==> src/rtl/rxfb_pkg.sv <==
package rxfb_pkg;

  localparam int unsigned HDR_WORDS = 4;
  localparam int unsigned POS_W     = 12;

  // Payload byte count from the length code; classic frames cap at 8.
  function automatic logic [6:0] dlc_to_bytes(input logic [3:0] dlc, input logic fd);
    logic [6:0] b;
    if (dlc <= 4'd8) begin
      b = {3'b000, dlc};
    end else if (!fd) begin
      b = 7'd8;
    end else begin
      case (dlc)
        4'd9:    b = 7'd12;
        4'd10:   b = 7'd16;
        4'd11:   b = 7'd20;
        4'd12:   b = 7'd24;
        4'd13:   b = 7'd32;
        4'd14:   b = 7'd48;
        default: b = 7'd64;
      endcase
    end
    return b;
  endfunction

  // Number of 32-bit data words a frame occupies.
  function automatic logic [4:0] data_words(input logic [3:0] dlc, input logic rtr,
                                            input logic fd);
    int unsigned w;
    if (rtr && !fd) begin
      w = 0;
    end else begin
      w = (int'(dlc_to_bytes(dlc, fd)) + 3) / 4;
    end
    return 5'(w);
  endfunction

  // Format word: [3:0] code, [4] remote, [5] ext id, [6] fd, [7] esi,
  // [12:8] words following the format word.
  function automatic logic [31:0] pack_fmt(input logic [3:0] dlc, input logic rtr,
                                           input logic ext, input logic fd,
                                           input logic esi, input logic [4:0] ndata);
    logic [4:0] tail;
    tail = ndata + 5'd3;
    return {19'd0, tail, esi, fd, ext, rtr, dlc};
  endfunction

endpackage

==> src/rtl/rxfb_mem.sv <==
module rxfb_mem #(
  parameter int unsigned DEPTH = 64,
  parameter int unsigned WIDTH = 32,
  localparam int unsigned AW   = $clog2(DEPTH)
) (
  input  logic             clk,
  input  logic             rst,
  input  logic             we,
  input  logic [AW-1:0]    waddr,
  input  logic [WIDTH-1:0] wdata,
  input  logic [AW-1:0]    raddr,
  output logic [WIDTH-1:0] rdata
);

  logic [WIDTH-1:0] store [DEPTH];

  always_ff @(posedge clk) begin
    if (we) begin
      store[waddr] <= wdata;
    end
  end

  // Registered read port; reset only touches the output register.
  always_ff @(posedge clk) begin
    if (rst) begin
      rdata <= '0;
    end else begin
      rdata <= store[raddr];
    end
  end

endmodule

==> src/rtl/rxfb_wr_ctrl.sv <==
module rxfb_wr_ctrl
  import rxfb_pkg::*;
#(
  parameter int unsigned DEPTH = 64,
  localparam int unsigned PTR_W = $clog2(DEPTH),
  localparam int unsigned CNT_W = PTR_W + 1
) (
  input  logic             clk,
  input  logic             rst,
  input  logic [63:0]      ts_i,
  input  logic             sof_i,
  input  logic             hdr_i,
  input  logic [3:0]       dlc_i,
  input  logic             rtr_i,
  input  logic             fd_i,
  input  logic             ext_id_i,
  input  logic             esi_i,
  input  logic [28:0]      id_i,
  input  logic             data_we_i,
  input  logic [31:0]      data_i,
  input  logic             commit_i,
  input  logic             abort_i,
  input  logic             ovr_clr_i,
  input  logic [CNT_W-1:0] free_i,
  output logic             mem_we_o,
  output logic [PTR_W-1:0] mem_waddr_o,
  output logic [31:0]      mem_wdata_o,
  output logic             commit_o,
  output logic [CNT_W-1:0] commit_cnt_o,
  output logic [PTR_W-1:0] wr_com_o,
  output logic             ovr_o
);

  localparam logic [PTR_W-1:0] LAST = PTR_W'(DEPTH - 1);

  function automatic logic [PTR_W-1:0] step(input logic [PTR_W-1:0] p);
    return (p == LAST) ? '0 : p + 1'b1;
  endfunction

  logic             in_frame_q, drop_q, hdr_act_q, ovr_q;
  logic [1:0]       hdr_idx_q;
  logic [PTR_W-1:0] spec_q, com_q;
  logic [CNT_W-1:0] wcnt_q;
  logic [4:0]       need_q;
  logic [63:0]      ts_q;
  logic [31:0]      fmt_q;
  logic [28:0]      id_q;

  logic        restart, take_commit, take_hdr, fits, hdr_write, data_write;
  logic [4:0]  ndata;
  int unsigned frame_size;
  logic [31:0] hdr_word;

  always_comb begin
    ndata       = data_words(dlc_i, rtr_i, fd_i);
    frame_size  = 32'(ndata) + HDR_WORDS;
    fits        = frame_size <= 32'(free_i);
    restart     = sof_i | abort_i;
    take_commit = !restart && commit_i;
    take_hdr    = !restart && !commit_i && hdr_i && in_frame_q && !drop_q &&
                  !hdr_act_q && (wcnt_q == '0);
    hdr_write   = !restart && !commit_i && hdr_act_q;
    data_write  = !restart && !commit_i && !hdr_act_q && data_we_i && in_frame_q &&
                  !drop_q && (wcnt_q >= CNT_W'(HDR_WORDS)) && (need_q != 5'd0);
    case (hdr_idx_q)
      2'd0:    hdr_word = fmt_q;
      2'd1:    hdr_word = {3'b000, id_q};
      2'd2:    hdr_word = ts_q[31:0];
      default: hdr_word = ts_q[63:32];
    endcase
  end

  assign mem_we_o     = hdr_write | data_write;
  assign mem_waddr_o  = spec_q;
  assign mem_wdata_o  = hdr_write ? hdr_word : data_i;
  assign commit_o     = take_commit && in_frame_q && !drop_q;
  assign commit_cnt_o = wcnt_q;
  assign wr_com_o     = com_q;
  assign ovr_o        = ovr_q;

  always_ff @(posedge clk) begin
    if (rst) begin
      in_frame_q <= 1'b0;
      drop_q     <= 1'b0;
      hdr_act_q  <= 1'b0;
      hdr_idx_q  <= 2'd0;
      spec_q     <= '0;
      com_q      <= '0;
      wcnt_q     <= '0;
      need_q     <= 5'd0;
      ts_q       <= '0;
      fmt_q      <= '0;
      id_q       <= '0;
    end else if (restart) begin
      spec_q     <= com_q;
      wcnt_q     <= '0;
      hdr_act_q  <= 1'b0;
      drop_q     <= 1'b0;
      need_q     <= 5'd0;
      in_frame_q <= sof_i;
      if (sof_i) begin
        ts_q <= ts_i;
      end
    end else if (take_commit) begin
      if (commit_o) begin
        com_q <= spec_q;
      end else begin
        spec_q <= com_q;
      end
      in_frame_q <= 1'b0;
      drop_q     <= 1'b0;
      hdr_act_q  <= 1'b0;
      wcnt_q     <= '0;
      need_q     <= 5'd0;
    end else begin
      if (take_hdr) begin
        if (fits) begin
          hdr_act_q <= 1'b1;
          hdr_idx_q <= 2'd0;
          fmt_q     <= pack_fmt(dlc_i, rtr_i, ext_id_i, fd_i, esi_i, ndata);
          id_q      <= id_i;
          need_q    <= ndata;
        end else begin
          drop_q <= 1'b1;
        end
      end
      if (mem_we_o) begin
        spec_q <= step(spec_q);
        wcnt_q <= wcnt_q + 1'b1;
      end
      if (hdr_write) begin
        hdr_idx_q <= hdr_idx_q + 2'd1;
        if (hdr_idx_q == 2'd3) begin
          hdr_act_q <= 1'b0;
        end
      end
      if (data_write) begin
        need_q <= need_q - 5'd1;
      end
    end
  end

  // Sticky overrun; a new refusal wins over a clear in the same cycle.
  always_ff @(posedge clk) begin
    if (rst) begin
      ovr_q <= 1'b0;
    end else if (take_hdr && !fits) begin
      ovr_q <= 1'b1;
    end else if (ovr_clr_i) begin
      ovr_q <= 1'b0;
    end
  end

endmodule

==> src/rtl/rxfb_rd_ctrl.sv <==
module rxfb_rd_ctrl #(
  parameter int unsigned DEPTH = 64,
  localparam int unsigned PTR_W = $clog2(DEPTH),
  localparam int unsigned CNT_W = PTR_W + 1
) (
  input  logic             clk,
  input  logic             rst,
  input  logic             rd_adv_i,
  input  logic             commit_i,
  input  logic [CNT_W-1:0] commit_cnt_i,
  output logic [PTR_W-1:0] rd_ptr_o,
  output logic [PTR_W-1:0] rd_ptr_nxt_o,
  output logic [CNT_W-1:0] free_o,
  output logic             empty_o
);

  localparam logic [PTR_W-1:0] LAST = PTR_W'(DEPTH - 1);

  logic [PTR_W-1:0] rd_q;
  logic [CNT_W-1:0] used_q, used_nxt;
  logic             adv;

  always_comb begin
    adv          = rd_adv_i && (used_q != '0);
    rd_ptr_nxt_o = adv ? ((rd_q == LAST) ? '0 : rd_q + 1'b1) : rd_q;
    used_nxt     = used_q + (commit_i ? commit_cnt_i : '0) - CNT_W'(adv);
  end

  always_ff @(posedge clk) begin
    if (rst) begin
      rd_q   <= '0;
      used_q <= '0;
    end else begin
      rd_q   <= rd_ptr_nxt_o;
      used_q <= used_nxt;
    end
  end

  assign rd_ptr_o = rd_q;
  assign free_o   = CNT_W'(DEPTH) - used_q;
  assign empty_o  = (used_q == '0);

endmodule

==> src/rtl/rx_frame_buffer.sv <==
module rx_frame_buffer
  import rxfb_pkg::*;
#(
  parameter int unsigned DEPTH = 64
) (
  input  logic        clk,
  input  logic        rst,
  input  logic [63:0] ts_i,
  input  logic        sof_i,
  input  logic        hdr_i,
  input  logic [3:0]  dlc_i,
  input  logic        rtr_i,
  input  logic        fd_i,
  input  logic        ext_id_i,
  input  logic        esi_i,
  input  logic [28:0] id_i,
  input  logic        data_we_i,
  input  logic [31:0] data_i,
  input  logic        commit_i,
  input  logic        abort_i,
  input  logic        rd_adv_i,
  output logic [31:0] rd_word_o,
  output logic        empty_o,
  output logic        ovr_o,
  input  logic        ovr_clr_i,
  output logic [11:0] rd_pos_o,
  output logic [11:0] wr_pos_o
);

  localparam int unsigned PTR_W = $clog2(DEPTH);
  localparam int unsigned CNT_W = PTR_W + 1;

  logic             mem_we, commit;
  logic [PTR_W-1:0] mem_waddr, wr_com, rd_ptr, rd_ptr_nxt;
  logic [31:0]      mem_wdata;
  logic [CNT_W-1:0] commit_cnt, free;

  rxfb_wr_ctrl #(.DEPTH(DEPTH)) u_wr (
    .clk(clk), .rst(rst), .ts_i(ts_i), .sof_i(sof_i), .hdr_i(hdr_i),
    .dlc_i(dlc_i), .rtr_i(rtr_i), .fd_i(fd_i), .ext_id_i(ext_id_i), .esi_i(esi_i),
    .id_i(id_i), .data_we_i(data_we_i), .data_i(data_i), .commit_i(commit_i),
    .abort_i(abort_i), .ovr_clr_i(ovr_clr_i), .free_i(free),
    .mem_we_o(mem_we), .mem_waddr_o(mem_waddr), .mem_wdata_o(mem_wdata),
    .commit_o(commit), .commit_cnt_o(commit_cnt), .wr_com_o(wr_com), .ovr_o(ovr_o)
  );

  rxfb_rd_ctrl #(.DEPTH(DEPTH)) u_rd (
    .clk(clk), .rst(rst), .rd_adv_i(rd_adv_i), .commit_i(commit),
    .commit_cnt_i(commit_cnt), .rd_ptr_o(rd_ptr), .rd_ptr_nxt_o(rd_ptr_nxt),
    .free_o(free), .empty_o(empty_o)
  );

  rxfb_mem #(.DEPTH(DEPTH), .WIDTH(32)) u_mem (
    .clk(clk), .rst(rst), .we(mem_we), .waddr(mem_waddr), .wdata(mem_wdata),
    .raddr(rd_ptr_nxt), .rdata(rd_word_o)
  );

  assign rd_pos_o = POS_W'(rd_ptr);
  assign wr_pos_o = POS_W'(wr_com);

endmodule

==> config.mk <==
export PLATFORM = sky130hd
export DESIGN_NAME = rx_frame_buffer
export DESIGN_NICKNAME = d
export VERILOG_FILES = /design/src/rtl/rxfb_pkg.sv /design/src/rtl/rxfb_mem.sv /design/src/rtl/rxfb_wr_ctrl.sv /design/src/rtl/rxfb_rd_ctrl.sv /design/src/rtl/rx_frame_buffer.sv
export SDC_FILE = /design/constraint.sdc
export NUM_CORES = 2
export LEC_CHECK = 0
export BUFFER_PORTS_ARGS = -buffer_cell sky130_fd_sc_hd__buf_4
export CORE_ASPECT_RATIO = 1.4
export CORE_UTILIZATION = 50
export DETAILED_ROUTE_END_ITERATION = 8
export GPL_TIMING_DRIVEN = 1
export PLACE_DENSITY = 0.66
export SETUP_SLACK_MARGIN = 0.1
export SLEW_MARGIN = 20
export SYNTH_ARGS = -nofsm -noshare
export SYNTH_HDL_FRONTEND = slang
export SYNTH_SLANG_ARGS = --single-unit
export TNS_END_PERCENT = 5
==> constraint.sdc <==
create_clock -name clk -period 13.47 [get_ports clk]
set_input_delay 1.347 -clock clk [delete_from_list [all_inputs] [get_ports clk]]
set_output_delay 1.347 -clock clk [all_outputs]
set_load 0.02 [all_outputs]
=== Word-level counts from Yosys, hierarchy flattened ===
Memory sizes are Yosys's and may differ from the RTL's. A register that Yosys moved wholly into a read port is not among the register bits.
Index checks and enable logic that the tools add are counted.

* Add/subtract/negate cells: 12
* $lt $le $gt $ge: 3
* Eq/ne operators: 11
* Multiplexer cells: 31
* Bitwise logic cells: 6
* Reductions and logical operators: 45

{| class="wikitable"
|+ Operators with widths
! kind !! count
|-
| $pmux W32 S3 || 1
|-
| $mux W6 || 7
|-
| $pmux W7 S6 || 1
|-
| $le A32 B7 Y1 || 1
|-
| $mux W32 || 1
|-
| $mux W7 || 4
|-
| $eq A4 B4 Y1 const B || 6
|-
| $mux W5 || 4
|-
| $logic_and A1 B1 Y1 || 19
|-
| $logic_not A7 Y1 || 2
|-
| $add A6 B1 Y6 const B || 2
|-
| $eq A6 B6 Y1 const B || 2
|-
| $reduce_bool A2 Y1 || 6
|-
| $mux W1 || 10
|-
| $reduce_and A2 Y1 || 4
|-
| $reduce_and A4 Y1 || 2
|-
| $add A7 B1 Y7 const B || 1
|-
| $add A7 B2 Y7 const B || 1
|-
| $add A7 B7 Y7 || 1
|-
| $ge A7 B3 Y1 const B || 1
|-
| $reduce_bool A7 Y1 || 1
|-
| $sub A7 B1 Y7 || 1
|-
| $sub A7 B7 Y7 const A || 1
|-
| $add A5 B3 Y6 const B || 1
|-
| other kinds (17) || 28
|}

* Bits in registers: 149
* Memory bits (writable): 2,048
* Bits of input ports: 142
* Output and inout bits: 58
* Word-level logic and storage cells: 123
* Memories: 1

{| class="wikitable"
|+ Memory list
! memory !! depth !! bits a word !! read ports !! clocked after Yosys merged registers in !! wr ports !! RTL line !! RTL
|-
| u_mem.store || 64 || 32 || 1 || 1 || 1 || rxfb_mem.sv:15 || <nowiki>logic [WIDTH-1:0] store [DEPTH];</nowiki>
|}

=== Logic depth before layout (Yosys ltp) ===
* Word-level depth: 16
* Gate-level depth with buffers: 17
* Depth with buffers taken out: 16

=== By module ===
A second synthesis with hierarchy kept.

* Cells, all modules: 4,366
* Area, all modules: 87,278.7 sq um

{| class="wikitable"
|+ By module, submodules not included
! module !! instances !! cells an instance !! area an instance (sq um) !! seq. area each (sq um)
|-
| rxfb_mem || 1 || 3,386 || 79,364.9 || 62,139.6
|-
| rxfb_wr_ctrl || 1 || 836 || 6,744.0 || 2,722.6
|-
| rxfb_rd_ctrl || 1 || 131 || 1,076.0 || 260.2
|-
| rx_frame_buffer || 1 || 13 || 93.8 || 0.0
|}

=== Least setup slack after synthesis ===
OpenSTA, ideal clock, no wires.

* Path type: input to register
* Start point: input port abort_i
* End point: memory u_mem.store[0][0] (data pin)
* Library setup time: 0.702 ns
* Arrival time: 5.042 ns
* Required time: 12.768 ns
* Slack: 7.727 ns
* Stages on the path: 6
* Buffers on the path: 2
* Cells stage by stage: or2_2 -> clkbuf_1 -> nor2_1 -> nand2_1 -> clkbuf_1 -> o21ai_0

* Word-level cells in the longest chain between the ends: 5

{| class="wikitable"
|+ Ends and longest elaborated chain
! element !! RTL line !! RTL
|-
| start, declared || rx_frame_buffer.sv:20 || <nowiki>input logic abort_i,</nowiki>
|-
| $or A1 B1 Y1 || rxfb_wr_ctrl.sv:58 || <nowiki>restart = sof_i | abort_i;</nowiki>
|-
| $logic_not A1 Y1 || rxfb_wr_ctrl.sv:62 || <nowiki>hdr_write = !restart && !commit_i && hdr_act_q;</nowiki>
|-
| $logic_and A1 B1 Y1 (2 in a row) || rxfb_wr_ctrl.sv:62 ||
|-
| $mux W32 || rxfb_wr_ctrl.sv:75 || <nowiki>assign mem_wdata_o = hdr_write ? hdr_word : data_i;</nowiki>
|-
| net mem_wdata[0] || rx_frame_buffer.sv:35 || <nowiki>logic [31:0] mem_wdata;</nowiki>
|-
| end, declared || rxfb_mem.sv:15 ||
|}

The timed path passes the listed nets, and every way through them passes these cells.

=== Final worst setup path ===
* Start point: register u_rd.used_q[0]
* End point: register u_mem.rdata[5] (read register of u_mem.store)

* Word-level cells in the longest chain between the ends: 3

{| class="wikitable"
|+ Ends and longest elaborated chain
! element !! RTL line !! RTL
|-
| start, declared || rxfb_rd_ctrl.sv:20 || <nowiki>logic [CNT_W-1:0] used_q, used_nxt;</nowiki>
|-
| start signal, assigned || rxfb_rd_ctrl.sv:35 || <nowiki>used_q <= used_nxt;</nowiki>
|-
| $reduce_bool A7 Y1 || rxfb_rd_ctrl.sv:24 || <nowiki>adv = rd_adv_i && (used_q != '0);</nowiki>
|-
| $logic_and A1 B1 Y1 || rxfb_rd_ctrl.sv:24 ||
|-
| $mux W6 || rxfb_rd_ctrl.sv:25 || <nowiki>rd_ptr_nxt_o = adv ? ((rd_q == LAST) ? '0 : rd_q + 1'b1) : rd_q;</nowiki>
|-
| end, declared || rxfb_mem.sv:12 || <nowiki>output logic [WIDTH-1:0] rdata</nowiki>
|}

No other way between the ends.
A chain may end at the register's enable or synchronous reset.

==> reports/qor.txt <==
Worst Path Arrival -> 6.59 ns
Mapped Area -> 0.0885 sq mm
io pins -> 200
final hold slack -> 0.450 ns
antenna-violating nets left -> 0
GRT overflow -> 0
Cells after DPL -> 9173
clock slew at reported path FFs -> 0.07 ns
Slew @ Worst Pin -> 1.17 ns
clk_lat worst skew -> 0.86 ns
Critical Path, Cell by Cell -> inv_1 > ha_1 > nor3b_4 > a21oi_1 > nand2_4 > buf_12 > buf_4 > buf_4 > nand2_1 > nand3_1 > a21oi_1 > or4_1 > o22ai_1 > a21o_1
TritonCTS clock tree -> done
clock root buffer -> clkbuf_16
initial antenna violation count -> 20
CP Class -> flop to flop
# nets final -> 7248
die area -> 0.179 sq mm
mean routed wirelength per cell -> 26.6 um
leakage power -> 34.6 nW
sequential fraction of the synthesis area -> 0.735
Hold Startpoint -> u_wr.id_q[14]$_SDFFE_PP0P_
Worst IR Drop VDD -> 144 uV
fillcell total -> 14.0k
Yosys cell types -> 68
PostCTS Resize Cnt -> 0
Clock Path Buffers -> 3
routability congestion estimate -> 0.865
die height -> 500 um
Hold Path Class -> flop to flop
Sink Count -> 2229
area grow syn2layout -> 12.8%
setup total negative slack -> 0 ns
post-CTS setup buffers -> 0
Slew headroom -> 0.219
post-synthesis register bit count -> 2229
Initial Utilization -> 0.504
I/O Buffers -> 187
critical path's top delay family -> buffers and inverters
largest net degree at the start of global routing -> 162
mean area per synthesized cell -> 12.7 sq um
Slowest-stage cell, CP -> buf_4
CP max FO -> 114
layout cell share with drive strength beyond 1 -> 0.113
CORE AREA -> 0.176 sq mm
dominant synthesized flop cell -> edfxtp_1
async set or reset register ratio after synthesis -> 0
final worst path period need -> 5.83 ns
Setup WS post-layout -> 7.64 ns
die width -> 358 um
Hold Vio Cnt, Final -> 0
vias in the first global route -> 56.2k
Finished Core Util -> 0.568
power after layout -> 16.9 mW
number of DRC markers in iteration 0 -> 7625
CTS Buf Count -> 200
worst path required time -> 14.23 ns
Worst R2R Setup Slack -> 7.64 ns
max-cap violations -> 0
Post-DP HPWL -> 139 mm
H-tree levels -> 4
Worst setup SP type -> flop
r2r startpoint -> u_rd.used_q[0]$_SDFF_PP0_
drt first pass iters -> 6
Crit. End Element -> flop
status -> finished, final reports clean
skew final -> 0.0560 ns
Cell Pwr Density -> 169 mW/mm^2
CTS hold repair buffers -> 0
Routed Wire Length -> 255 mm
row count -> 182
worst r2r path cells -> 14
Placed Area -> 0.0933 sq mm
max-slew violation count -> 0
unrepaired setup endpoints after global routing -> no
maximum clock frequency -> 171 MHz
via density per instance -> 6.10
slowest stage delay, CP -> 0.75 ns
Ys Warns -> 0
Design Area, Final -> 0.0998 sq mm
number of synthesized flops with an enable pin -> 2048
gr usage total -> 0.282
hold endpoint -> u_wr.id_q[14]$_SDFFE_PP0P_
first-pass GRT wire length -> 371 mm
Worst Path Buf+Inv -> 4
dpl ws -> 7.21 ns
final worst-path cycle share -> 0.433
routed via count -> 58.3k
Crit Reg-Reg Endpoint -> u_mem.rdata[5]$_SDFF_PP0_
DRC Markers -> 0
endpoints failing setup -> 0
final std cells w/o fill -> 9558
Cells after Synth -> 6980
hold depth -> 2
-- cells by family (layout without fill, tap and decap cells) --
group,Yosys count,in the layout,share of synthesized area
xor gates and xnor gates,23,23,0.00236
buffers and inverters,497,753,0.0234
muxes,141,141,0.0208
and+or+nand+nor,3236,3236,0.156
adders and majority gates,31,31,0.00447
DFF,2229,2229,0.735
other,1,23,0.0000424
AOI/OAI and AO/OA,822,822,0.0570
-- placed cells by master, fill, tap and decap left out, types with 9 or more instances in the layout --
master	count
and3_1	106
nor2_1	149
diode_2	10
edfxtp_1	2048
clkbuf_16	202
nand2b_1	9
o21ai_0	34
ha_1	29
nand4_1	9
clkbuf_1	42
conb_1	13
a21o_1	27
nand2_1	1998
a222oi_1	13
nor3_1	14
a32oi_1	32
inv_1	32
a22oi_1	40
or4_1	54
nor4_1	16
clkinv_1	34
or3_1	15
a31oi_1	105
bufinv_16	20
buf_4	335
buf_12	9
o21ai_1	10
mux2i_1	105
o21ai_4	32
nand3_1	746
a21oi_1	357
nor2b_1	9
a311oi_1	56
a211oi_1	14
o22ai_1	66
clkinv_2	41
xnor2_1	13
dfxtp_1	181
nor2_4	63
mux4_2	33
-- synth_stat cells (6+ instances only) --
master | count | share of area
inv_1 | 32 | 0.0014
nor4_1 | 26 | 0.0018
a21boi_0 | 7 | 0.00059
buf_2 | 97 | 0.0055
o21ai_1 | 10 | 0.00057
a31oi_1 | 105 | 0.0074
a21o_1 | 28 | 0.0024
mux2i_1 | 106 | 0.012
a211oi_1 | 14 | 0.0012
o22ai_1 | 66 | 0.0047
a22oi_1 | 40 | 0.0034
a32oi_1 | 32 | 0.0032
edfxtp_1 | 2048 | 0.69
xor2_1 | 9 | 0.00089
a21oi_1 | 358 | 0.020
nand2b_1 | 9 | 0.00064
a311oi_1 | 56 | 0.0055
nor3_1 | 16 | 0.00090
nand3_1 | 747 | 0.042
nor2b_1 | 9 | 0.00064
or4_1 | 54 | 0.0046
mux4_2 | 33 | 0.0084
clkbuf_1 | 251 | 0.011
and3_1 | 108 | 0.0076
buf_4 | 16 | 0.0014
ha_1 | 30 | 0.0042
xnor2_1 | 13 | 0.0013
o21ai_0 | 66 | 0.0037
dfxtp_1 | 181 | 0.041
nor2_1 | 212 | 0.0090
buf_1 | 98 | 0.0042
or3_1 | 15 | 0.0011
a222oi_1 | 13 | 0.0015
o21a_1 | 6 | 0.00051
nand4_1 | 9 | 0.00064
nand2_1 | 2006 | 0.085
-- per-layer routing --
layer,global-route usage,up-vias,routed length [um]
met5,0,-,67
met4,0.107,12,9560
met3,0.0461,558,22000
met2,0.477,2921,128000
met1,0.364,29200,95100
li1,-,25600,-
-- registers in the layout, indices dropped and copies added (netlist names), 7 cells and up --
name and count:
u_wr.id_q 29, u_wr.ts_q 64, u_rd.used_q 7, u_wr.fmt_q 13, u_wr.commit_cnt_o 7, u_mem.store 2048
u_mem.rdata 32
-- layout make-up --
| class | instances | area [sq um] | area share |
|---|---|---|---|
| well taps | 2300 | 2880 | 0.0288 |
| flip-flops and latches | 2229 | 65100 | 0.652 |
| clock buffers | 253 | 5320 | 0.0533 |
| repair buffers | 345 | 2710 | 0.0271 |
| diodes | 10 | 25.0 | 0.000251 |
| multi-input cells | 4266 | 22400 | 0.225 |
| inverters | 33 | 124 | 0.00124 |
| clock inverters | 122 | 1230 | 0.0123 |
-- report_power, final --
group	internal (mW)	total [mW]	switching, mW
sequential	7.60	7.69	0.0842
clock	3.19	5.74	2.55
combinational	1.03	3.45	2.41
-- worst min-delay path, cell delays in order, from the launching register on --
cell and delay (ns):
dfxtp_1 0.31, nand2_1 0.05, a21oi_1 0.05
-- worst max-delay path by stage --
stage,from,to,slack [ns],cells past startpoint
finish,u_rd.used_q[0]$_SDFF_PP0_,u_mem.rdata[5]$_SDFF_PP0_,7.64,14
global route,u_rd.used_q[0]$_SDFF_PP0_,u_mem.rdata[24]$_SDFF_PP0_,7.37,14
global placement,rd_adv_i,u_mem.rdata[25]$_SDFF_PP0_,7.36,12
CTS,u_rd.used_q[0]$_SDFF_PP0_,u_mem.rdata[5]$_SDFF_PP0_,7.73,14
detailed placement,rd_adv_i,u_mem.rdata[8]$_SDFF_PP0_,7.21,13
floorplan,abort_i,u_mem.store[0][0]$_DFFE_PP_,7.73,6
Power figures use the tool's default switching activity.
